[config.mk]
export PLATFORM = sky130hd
export DESIGN_NAME = iopt_walker
export DESIGN_NICKNAME = d
export VERILOG_FILES = /design/src/rtl/iopt_pkg.sv /design/src/rtl/iopt_addr_gen.sv /design/src/rtl/iopt_l1_decode.sv /design/src/rtl/iopt_l2_decode.sv /design/src/rtl/iopt_walker.sv
export SDC_FILE = /design/constraint.sdc
export NUM_CORES = 1
export LEC_CHECK = 0
export ABC_AREA = 1
export ABC_CLOCK_PERIOD_IN_PS = 2500
export CAP_MARGIN = 20
export CORE_MARGIN = 2
export CORE_UTILIZATION = 47
export CTS_CLUSTER_DIAMETER = 120
export CTS_CLUSTER_SIZE = 28
export DETAILED_ROUTE_END_ITERATION = 8
export GPL_TIMING_DRIVEN = 1
export PLACE_DENSITY_LB_ADDON = 0.2
export REMOVE_ABC_BUFFERS = 1
export SLEW_MARGIN = 20
export SYNTH_ARGS = -nofsm -noshare
export SYNTH_HDL_FRONTEND = slang
export SYNTH_HIERARCHICAL = 1
export SYNTH_SLANG_ARGS = --single-unit
[constraint.sdc]
create_clock -name clk -period 2.5 [get_ports clk]
set_clock_uncertainty 0.2 [all_clocks]
set_input_delay 0.5 -clock clk [delete_from_list [all_inputs] [get_ports clk]]
set_output_delay 0.5 -clock clk [all_outputs]
set_load 0.05 [all_outputs]
[src/rtl/iopt_pkg.sv]
// Shared widths, field positions and encodings for the IO table walker.
// Assumes 32-bit descriptors that hold physical addresses shifted right by 4.
package iopt_pkg;

    localparam int VA_W        = 32;                    // device virtual address width
    localparam int DESC_W      = 32;                    // descriptor word width
    localparam int DESC_SHIFT  = 4;                     // descriptor address pre-shift
    localparam int PA_W        = DESC_W + DESC_SHIFT;   // physical address width
    localparam int L1_SHIFT    = 20;                    // section size order
    localparam int LARGE_SHIFT = 16;                    // large page size order
    localparam int L2_SHIFT    = 12;                    // small page size order
    localparam int L2_TBL_LOW  = 6;                     // low bits cleared for table pointer
    localparam int WORD_LSB    = 2;                     // byte offset bits of a descriptor word
    localparam int L1_TYPE_W   = 3;                     // first-level type field width
    localparam int L2_TYPE_W   = 2;                     // second-level type field width
    localparam int CODE_W      = 3;                     // fault code width

    // Descriptor bit from which each mapping keeps its base
    localparam int SECT_KEEP  = L1_SHIFT - DESC_SHIFT;
    localparam int LARGE_KEEP = LARGE_SHIFT - DESC_SHIFT;
    localparam int SMALL_KEEP = L2_SHIFT - DESC_SHIFT;
    localparam int TBL_W      = DESC_W - L2_TBL_LOW;

    typedef enum logic [CODE_W-1:0] {
        FLT_WALK    = 3'd0,
        FLT_PAGE    = 3'd1,
        FLT_UNKNOWN = 3'd5
    } flt_e;

    typedef enum logic [1:0] {
        SZ_SMALL   = 2'd0,
        SZ_LARGE   = 2'd1,
        SZ_SECTION = 2'd2
    } size_e;

    typedef enum logic [1:0] {
        L1K_FAULT,
        L1K_TABLE,
        L1K_LEAF
    } l1_kind_e;

    typedef enum logic [2:0] {
        ST_IDLE,
        ST_L1_REQ,
        ST_L1_WAIT,
        ST_L2_REQ,
        ST_L2_WAIT,
        ST_DONE
    } walk_st_e;

    typedef struct packed {
        logic            fault;
        flt_e            code;
        size_e           size;
        logic [PA_W-1:0] paddr;
    } walk_res_t;

endpackage

[src/rtl/iopt_addr_gen.sv]
// Descriptor read address generator.
// Level one adds the scaled top index to the table base.
// Level two concatenates the table pointer with the scaled second index.
// That is exact because a second-level table is 1 KB and 1 KB aligned.
module iopt_addr_gen
    import iopt_pkg::*;
(
    input  logic [PA_W-1:0]  tbl_base,
    input  logic [VA_W-1:0]  vaddr,
    input  logic [TBL_W-1:0] l2_tbl,
    input  logic             sel_l2,
    output logic [PA_W-1:0]  rd_addr
);

    logic [PA_W-1:0] l1_off;
    logic [PA_W-1:0] l1_addr;
    logic [PA_W-1:0] l2_addr;

    // Form both candidate addresses and pick the one for the current level
    always_comb begin
        l1_off  = PA_W'({vaddr[VA_W-1:L1_SHIFT], {WORD_LSB{1'b0}}});
        l1_addr = tbl_base + l1_off;
        l2_addr = {l2_tbl, vaddr[L1_SHIFT-1:L2_SHIFT], {WORD_LSB{1'b0}}};
        rd_addr = sel_l2 ? l2_addr : l1_addr;
    end

endmodule

[src/rtl/iopt_l1_decode.sv]
// First-level descriptor decoder.
// Classifies the word as a fault, a table pointer or a section.
// For a section it builds the final result. Type values above 2 are faults.
module iopt_l1_decode
    import iopt_pkg::*;
(
    input  logic [DESC_W-1:0]   desc,
    input  logic [L1_SHIFT-1:0] va_off,
    output l1_kind_e            kind,
    output walk_res_t           res
);

    logic [L1_TYPE_W-1:0] typ;
    logic                 unused_l1_bits;

    assign typ            = desc[L1_TYPE_W-1:0];
    assign unused_l1_bits = ^desc[SECT_KEEP-1:L1_TYPE_W];

    // Decode the type field and assemble a section translation
    always_comb begin
        res = '{fault: 1'b1, code: FLT_PAGE, size: SZ_SMALL, paddr: '0};
        kind = L1K_FAULT;
        case (typ)
            3'd1: begin
                kind = L1K_TABLE;
                res.fault = 1'b0;
                res.code  = FLT_WALK;
            end
            3'd2: begin
                kind = L1K_LEAF;
                res = '{fault: 1'b0, code: FLT_WALK, size: SZ_SECTION,
                        paddr: {desc[DESC_W-1:SECT_KEEP], va_off}};
            end
            default: kind = L1K_FAULT;
        endcase
    end

endmodule

[src/rtl/iopt_l2_decode.sv]
// Second-level descriptor decoder.
// Builds a large or small page translation, or a page fault for type 0 or 3.
module iopt_l2_decode
    import iopt_pkg::*;
(
    input  logic [DESC_W-1:0]      desc,
    input  logic [LARGE_SHIFT-1:0] va_off,
    output walk_res_t              res
);

    logic [L2_TYPE_W-1:0] typ;
    logic                 unused_l2_bits;

    assign typ            = desc[L2_TYPE_W-1:0];
    assign unused_l2_bits = ^desc[SMALL_KEEP-1:L2_TYPE_W];

    // Decode the two-bit type and assemble the page translation
    always_comb begin
        res = '{fault: 1'b1, code: FLT_PAGE, size: SZ_SMALL, paddr: '0};
        case (typ)
            2'd1: res = '{fault: 1'b0, code: FLT_WALK, size: SZ_LARGE,
                          paddr: {desc[DESC_W-1:LARGE_KEEP], va_off}};
            2'd2: res = '{fault: 1'b0, code: FLT_WALK, size: SZ_SMALL,
                          paddr: {desc[DESC_W-1:SMALL_KEEP], va_off[L2_SHIFT-1:0]}};
            default: res.fault = 1'b1;
        endcase
    end

endmodule

[src/rtl/iopt_walker.sv]
// Two-level IO table walker, top level.
// Takes one translation at a time and issues at most one descriptor read at a time.
// Holds the result until the client accepts it.
// Assumes memory answers every accepted read exactly once and in order.
module iopt_walker
    import iopt_pkg::*;
(
    input  logic              clk,
    input  logic              rst_n,
    input  logic              req_valid,
    output logic              req_ready,
    input  logic [VA_W-1:0]   req_vaddr,
    input  logic              req_write,
    input  logic [PA_W-1:0]   tbl_base,
    output logic              mem_req_valid,
    input  logic              mem_req_ready,
    output logic [PA_W-1:0]   mem_req_addr,
    input  logic              mem_rsp_valid,
    input  logic [DESC_W-1:0] mem_rsp_data,
    input  logic              mem_rsp_err,
    output logic              rsp_valid,
    input  logic              rsp_ready,
    output logic              rsp_fault,
    output logic [CODE_W-1:0] rsp_code,
    output logic [1:0]        rsp_size,
    output logic [PA_W-1:0]   rsp_paddr,
    output logic              rsp_write
);

    walk_st_e          state;
    logic [VA_W-1:0]   va_q;
    logic [PA_W-1:0]   base_q;
    logic              wr_q;
    logic [TBL_W-1:0]  tbl_q;
    walk_res_t         res_q;

    l1_kind_e          l1_kind;
    walk_res_t         l1_res;
    walk_res_t         l2_res;
    walk_res_t         err_res;

    iopt_addr_gen i_addr (
        .tbl_base (base_q),
        .vaddr    (va_q),
        .l2_tbl   (tbl_q),
        .sel_l2   (state == ST_L2_REQ),
        .rd_addr  (mem_req_addr)
    );

    iopt_l1_decode i_l1 (
        .desc   (mem_rsp_data),
        .va_off (va_q[L1_SHIFT-1:0]),
        .kind   (l1_kind),
        .res    (l1_res)
    );

    iopt_l2_decode i_l2 (
        .desc   (mem_rsp_data),
        .va_off (va_q[LARGE_SHIFT-1:0]),
        .res    (l2_res)
    );

    // Result reported when a descriptor read comes back with an error
    always_comb begin
        err_res = '{fault: 1'b1, code: FLT_WALK, size: SZ_SMALL, paddr: '0};
    end

    // Handshake outputs follow the walk state
    always_comb begin
        req_ready     = (state == ST_IDLE);
        mem_req_valid = (state == ST_L1_REQ) || (state == ST_L2_REQ);
        rsp_valid     = (state == ST_DONE);
        rsp_fault     = res_q.fault;
        rsp_code      = res_q.code;
        rsp_size      = res_q.size;
        rsp_paddr     = res_q.paddr;
        rsp_write     = wr_q;
    end

    // Walk sequencer: capture the request, issue reads, latch the result
    always_ff @(posedge clk) begin
        if (!rst_n) begin
            state  <= ST_IDLE;
            va_q   <= '0;
            base_q <= '0;
            wr_q   <= 1'b0;
            tbl_q  <= '0;
            res_q  <= '0;
        end else begin
            case (state)
                ST_IDLE: begin
                    if (req_valid) begin
                        va_q   <= req_vaddr;
                        base_q <= tbl_base;
                        wr_q   <= req_write;
                        state  <= ST_L1_REQ;
                    end
                end
                ST_L1_REQ: begin
                    if (mem_req_ready) state <= ST_L1_WAIT;
                end
                ST_L1_WAIT: begin
                    if (mem_rsp_valid) begin
                        if (mem_rsp_err) begin
                            res_q <= err_res;
                            state <= ST_DONE;
                        end else if (l1_kind == L1K_TABLE) begin
                            tbl_q <= mem_rsp_data[DESC_W-1:L2_TBL_LOW];
                            state <= ST_L2_REQ;
                        end else begin
                            res_q <= l1_res;
                            state <= ST_DONE;
                        end
                    end
                end
                ST_L2_REQ: begin
                    if (mem_req_ready) state <= ST_L2_WAIT;
                end
                ST_L2_WAIT: begin
                    if (mem_rsp_valid) begin
                        res_q <= mem_rsp_err ? err_res : l2_res;
                        state <= ST_DONE;
                    end
                end
                ST_DONE: begin
                    if (rsp_ready) state <= ST_IDLE;
                end
                default: state <= ST_IDLE;
            endcase
        end
    end

endmodule

* Yosys cells after proc, flatten, opt, wreduce, memory -nomap -nowiden *
Index checks and enable logic that the tools add are counted.
W data, S select, Z words.

operators by class
  reduce and logical (&&, ||, !) cells = 9
  muxes and demuxes = 21
  $add $sub $neg = 1
  equal/unequal tests = 17
  bitwise gates (word level) = 1

operator list
  operator              count
  $mux W42              5
  $pmux W42 S2          1
  $pmux W39 S2          1
  $mux W38              1
  $add A36 B14 Y36      1
  $mux W36              1
  $mux W3               8
  $pmux W3 S6           1
  $ne A2 B2 Y1 const B  5
  $eq A3 B2 Y1 const B  3
  $reduce_and A4 Y1     2
  $eq A3 B1 Y1 const B  2
  $eq A3 B3 Y1 const B  2
  $reduce_and A6 Y1     1
  $eq A2 B1 Y1 const B  2
  $mux W4               1
  $pmux W2 S2           1
  $reduce_or A2 Y1      2
  $logic_not A3 Y1      1
  $ne A3 B3 Y1 const B  1
  $eq A2 B2 Y1 const B  1
  $ne A2 B1 Y1 const B  1
  $reduce_and A2 Y1     1
  $reduce_bool A2 Y1    1
  3 further kinds       3

word-level totals
  output and inout port bits = 82
  register bits = 140
  logic and storage cells = 58

* Depth between registers and ports, before layout *
  depth after elaboration = 7
  depth in mapped cells = 15
  gate-level depth less buffers = 14

* By module *
The synthesis kept the hierarchy.

modules (own cells, without submodules)
  module          cells an instance  area each (sq um)  times used
  iopt_walker     884                6,022.0            1
  iopt_addr_gen   403                1,929.4            1
  iopt_l2_decode  130                711.9              1
  iopt_l1_decode  91                 405.4              1

* Least setup slack after synthesis *
Ideal clock, no wire load.

  path type = reg2out
  start point = register base_q[2]
  end point = output mem_req_addr[8]
  cell stages (with the launch flop) = 8
  path slack = -0.713 ns
  arrival time = 2.513 ns
  data required time = 1.800 ns
  path buffers = 0
  cell sequence = dfxtp_1 > ha_1 > fa_1 > nand3_1 > nor2_1 > or2_1 > xnor2_1 > o21ai_0

on the way
  cells in the longest elaborated chain, start to end = 2

RTL lines
  what                    line                 text
  start, declared         iopt_walker.sv:32    logic [PA_W-1:0] base_q;
  start signal, assigned  iopt_walker.sv:94    base_q <= tbl_base;
  $add A36 B14 Y36        iopt_addr_gen.sv:22  l1_addr = tbl_base + l1_off;
  $mux W36                iopt_addr_gen.sv:24  rd_addr = sel_l2 ? l2_addr : l1_addr;
  end, declared           iopt_walker.sv:17    output logic [PA_W-1:0] mem_req_addr,

Every way passes these cells.

* Final worst setup path *
  start point = register va_q[27]
  end point = output mem_req_addr[18]

on the way
  cells in the longest elaborated chain, start to end = 2

RTL lines
  what                    line                 text
  start, declared         iopt_walker.sv:31    logic [VA_W-1:0] va_q;
  start signal, assigned  iopt_walker.sv:93    va_q <= req_vaddr;
  $add A36 B14 Y36        iopt_addr_gen.sv:22
  $mux W36                iopt_addr_gen.sv:24

Every way passes these cells.

==> results.py <==
metrics = {
    "sta": {
        "fin_crit_sh": 1.231,
        "setup_viol": 32,
        "worst_pin_slew_ps": 559.7,
        "fmax_ghz": 0.3249,
        "rsz0062_at_grt": "yes",
        "slew_headroom": 0.6257,
        "setup_ws_ps": -578.0,
        "hold_violations": 0,
        "post-route-min-period_ps": 3078,
        "finalMaxSlewViolations": 0,
    },
    "global_routing": {
        "antenna_found_initial": 0,
        "grt-ovfl-total": 0,
        "grt_util_all_layers": 0.2817,
        "grt_pass1_vias": 9652,
        "grt_max_degree": 52,
        "grt_pass1_wl_mm": 46.35,
    },
    "setup_path": {
        "worstPathArrival_ps": 2380,
        "start_kind": "flip-flop",
        "worst-endpoint-required_ps": 1800,
        "critical_path_class": "flip-flop to output port",
        "ff2ff_path_depth": 9,
        "cp_max_fo": 6,
        "end_kind": "output port",
    },
    "cells_and_area": {
        "final_nets": 1857,
        "drive_above_1_share": 0.2258,
        "diodes": 0,
        "final_util": 0.7021,
        "n_fill_cell": 1580,
        "seq_area_um2": 2831,
        "multi_input_area_um2": 5801,
        "area_delta_synth_final_pct": 45.79,
    },
    "min_path": {
        "min_path_cells": 4,
        "hold_class": "primary input to flip-flop",
    },
    "place": {
        "gp_congestion": 0.8880,
        "dpl_worst_slack_ps": -364.6,
        "place_hpwl_mm": 19.92,
        "portBuffers": 186,
    },
    "floorplanning": {
        "start_util": 0.4816,
        "dieArea_um2": 20420,
        "coreArea_um2": 18830,
        "die_w_um": 142.9,
        "top_level_ports": 190,
        "fp-row-count": 50,
        "die_h_um": 142.9,
    },
    "synth": {
        "seq_area_frac_synth": 0.3091,
        "ys.warnings.count": 6,
        "netlist_area_um2": 9069,
        "async_reset_ff_frac": 0,
        "yosys_register_bits": 140,
        "synthCells": 1508,
        "synth_edf_count": 0,
        "syn_area_per_cell_um2": 6.014,
        "ys_types": 39,
        "ys.flop_type": "dfxtp_1",
    },
    "power_and_ir_drop": {
        "leakage_uw": 0.005919,
        "power_density_nw_per_um2": 906.9,
        "ir_worst_vdd_uv": 654.5,
        "power.total_uw": 11990,
    },
    "route": {
        "via_count": 10370,
        "vias_per_cell": 5.170,
        "dr.pass1.iters": 5,
        "first_iter_violations": 766,
        "drcViolationCount": 0,
        "routed_wl_mm": 29.82,
        "ant_nets": 0,
        "routedWlPerCell_um": 14.87,
    },
    "outcome": {
        "status": "complete, but fails checks",
        "violations": "setup timing",
    },
    "clocking": {
        "cts_hold_buf": 0,
        "cts_buffers": 17,
        "h-tree-depth": 4,
        "cts_tree": "done",
        "clock-sinks": 140,
        "root_buffer": "clkbuf_16",
        "clkTransAtPathRegs_ps": 60,
        "clock_path_buffers": 2,
        "clkLatencyLatePin_ps": 420,
    },
    "job": {
        "cap_violations": 0,
    },
}
-- repair_timing --
item                       CTS  global route
pin swaps                   39            47
gates resized for setup    170            67
buffers inserted            10             9
setup endpoints to repair   33            34
gates cloned                 1             0
-- sequential cells by signal, summed over array words and instances, names as in the netlist --
| signal | cells |
|---|---|
| rsp_paddr | 36 |
| rsp_fault | 1 |
| va_q | 32 |
| rsp_write | 1 |
| rsp_size | 2 |
| tbl_q | 26 |
| state | 3 |
| rsp_code | 3 |
| base_q | 36 |
-- metal layers --
layer	routed length, µm	share of wire	vias to the layer above	GRT usage
li1	-	-	5147	-
met1	12860	0.43	4722	0.3605
met2	14080	0.47	416	0.4744
met3	1922	0.064	80	0.04427
met4	955	0.032	0	0.1126
met5	0	0	-	0
-- synth_stat cells (2+ instances only) --
cell	instances	share of area
nand3_1	138	0.076
buf_4	16	0.013
nand2_2	9	0.0062
nand2_1	431	0.18
o21ai_1	17	0.0094
or2_2	2	0.0014
o21ai_0	72	0.040
inv_1	148	0.061
nand3_2	3	0.0033
inv_2	10	0.0041
buf_2	29	0.016
nor3_4	3	0.0054
clkbuf_1	32	0.013
dfxtp_1	140	0.31
a21oi_2	17	0.016
nor2_4	3	0.0037
buf_8	3	0.0050
nand3b_1	7	0.0058
nor2_1	256	0.11
nor2_2	10	0.0069
or2_1	3	0.0021
xnor2_1	4	0.0039
buf_6	13	0.016
nor3_2	4	0.0044
nor3_1	5	0.0028
ha_1	15	0.021
a21oi_1	101	0.056
conb_1	2	0.00083
nand4_1	5	0.0034
-- final timing paths --
kind                                              from                         end  slack [ps]
worst max-delay path             va_q[27]$_SDFFE_PN0P_            mem_req_addr[18]        -580
worst min-delay path                         req_valid      base_q[0]$_SDFFE_PN0P_         230
worst max register to register   state[0]$_SDFFE_PN0P_  rsp_paddr[24]$_SDFFE_PN0P_         400
worst min register to register  base_q[0]$_SDFFE_PN0P_      base_q[0]$_SDFFE_PN0P_         270
-- cell usage in the layout (no fill, tap or decap), drive strengths merged --
| cell type | Yosys | routed |
|---|---|---|
| and2 | 1 | 1 |
| clkinv | 2 | 5 |
| o21ai | 89 | 89 |
| bufinv | 0 | 5 |
| dfxtp | 140 | 140 |
| buf | 62 | 152 |
| clkinvlp | 0 | 3 |
| nand3 | 141 | 141 |
| nor3 | 12 | 12 |
| xnor2 | 4 | 4 |
| nand2 | 440 | 440 |
| nand3b | 7 | 7 |
| or2 | 6 | 6 |
| clkbuf | 33 | 20 |
| ha | 15 | 15 |
| nand4 | 6 | 6 |
| o211ai | 1 | 1 |
| a21oi | 118 | 118 |
| conb | 2 | 6 |
| nor2 | 269 | 269 |
| fa | 1 | 1 |
| inv | 158 | 158 |
| and3 | 1 | 1 |
| clkdlybuf4s50 | 0 | 145 |
-- layout make-up --
| cell class | count | area share |
|---|---|---|
| inverters | 160 | 0.04552 |
| well taps | 260 | 0.02460 |
| repair buffers | 297 | 0.2280 |
| clock buffers | 20 | 0.03454 |
| multi-input cells | 1117 | 0.4387 |
| clock inverters | 11 | 0.01448 |
| flip-flops and latches | 140 | 0.2142 |
-- power by group --
| group | switching, µW | total [µW] | internal, µW | leakage [µW] |
|---|---|---|---|---|
| registers | 357 | 3030 | 2680 | 0.00115 |
| logic | 3790 | 6130 | 2330 | 0.00446 |
| clock network | 1020 | 2830 | 1820 | 0.000308 |
| total | 5160 | 12000 | 6830 | 0.00592 |
-- metrics by stage --
stage          std cells  cell area (µm²)  hold WS, ps  TNS [ps]
2_1_floorplan       1417             8489        241.1   -119620
3_3_place_gp        1957            11540        248.4     -4683
3_5_place_dp        1957            11540        257.8     -8061
4_1_cts             1999            12920        224.4    -12990
5_1_grt             2005            13220        267.6    -16680
6_report            2005            13220        232.9    -14360
-- cell families after synthesis --
kind of cell	share of synthesized area
compound gates	0.1221
xor+xnor	0.003863
fa+ha+maj	0.02290
buf+inv	0.1319
flops	0.3091
other cells	0.0008281
simple gates	0.4094
-- worst max-delay path, cell delays in order, from the launching register on --
cell and delay (ps):
dfxtp_2 340, ha_4 260, nand2_1 120, inv_1 90, a21oi_1 300, nand2_4 140
nand2_2 110, nand2_4 80, or2_1 210, nand3_1 60, nand2_1 70, buf_6 160
Power figures use the tool's default switching activity.
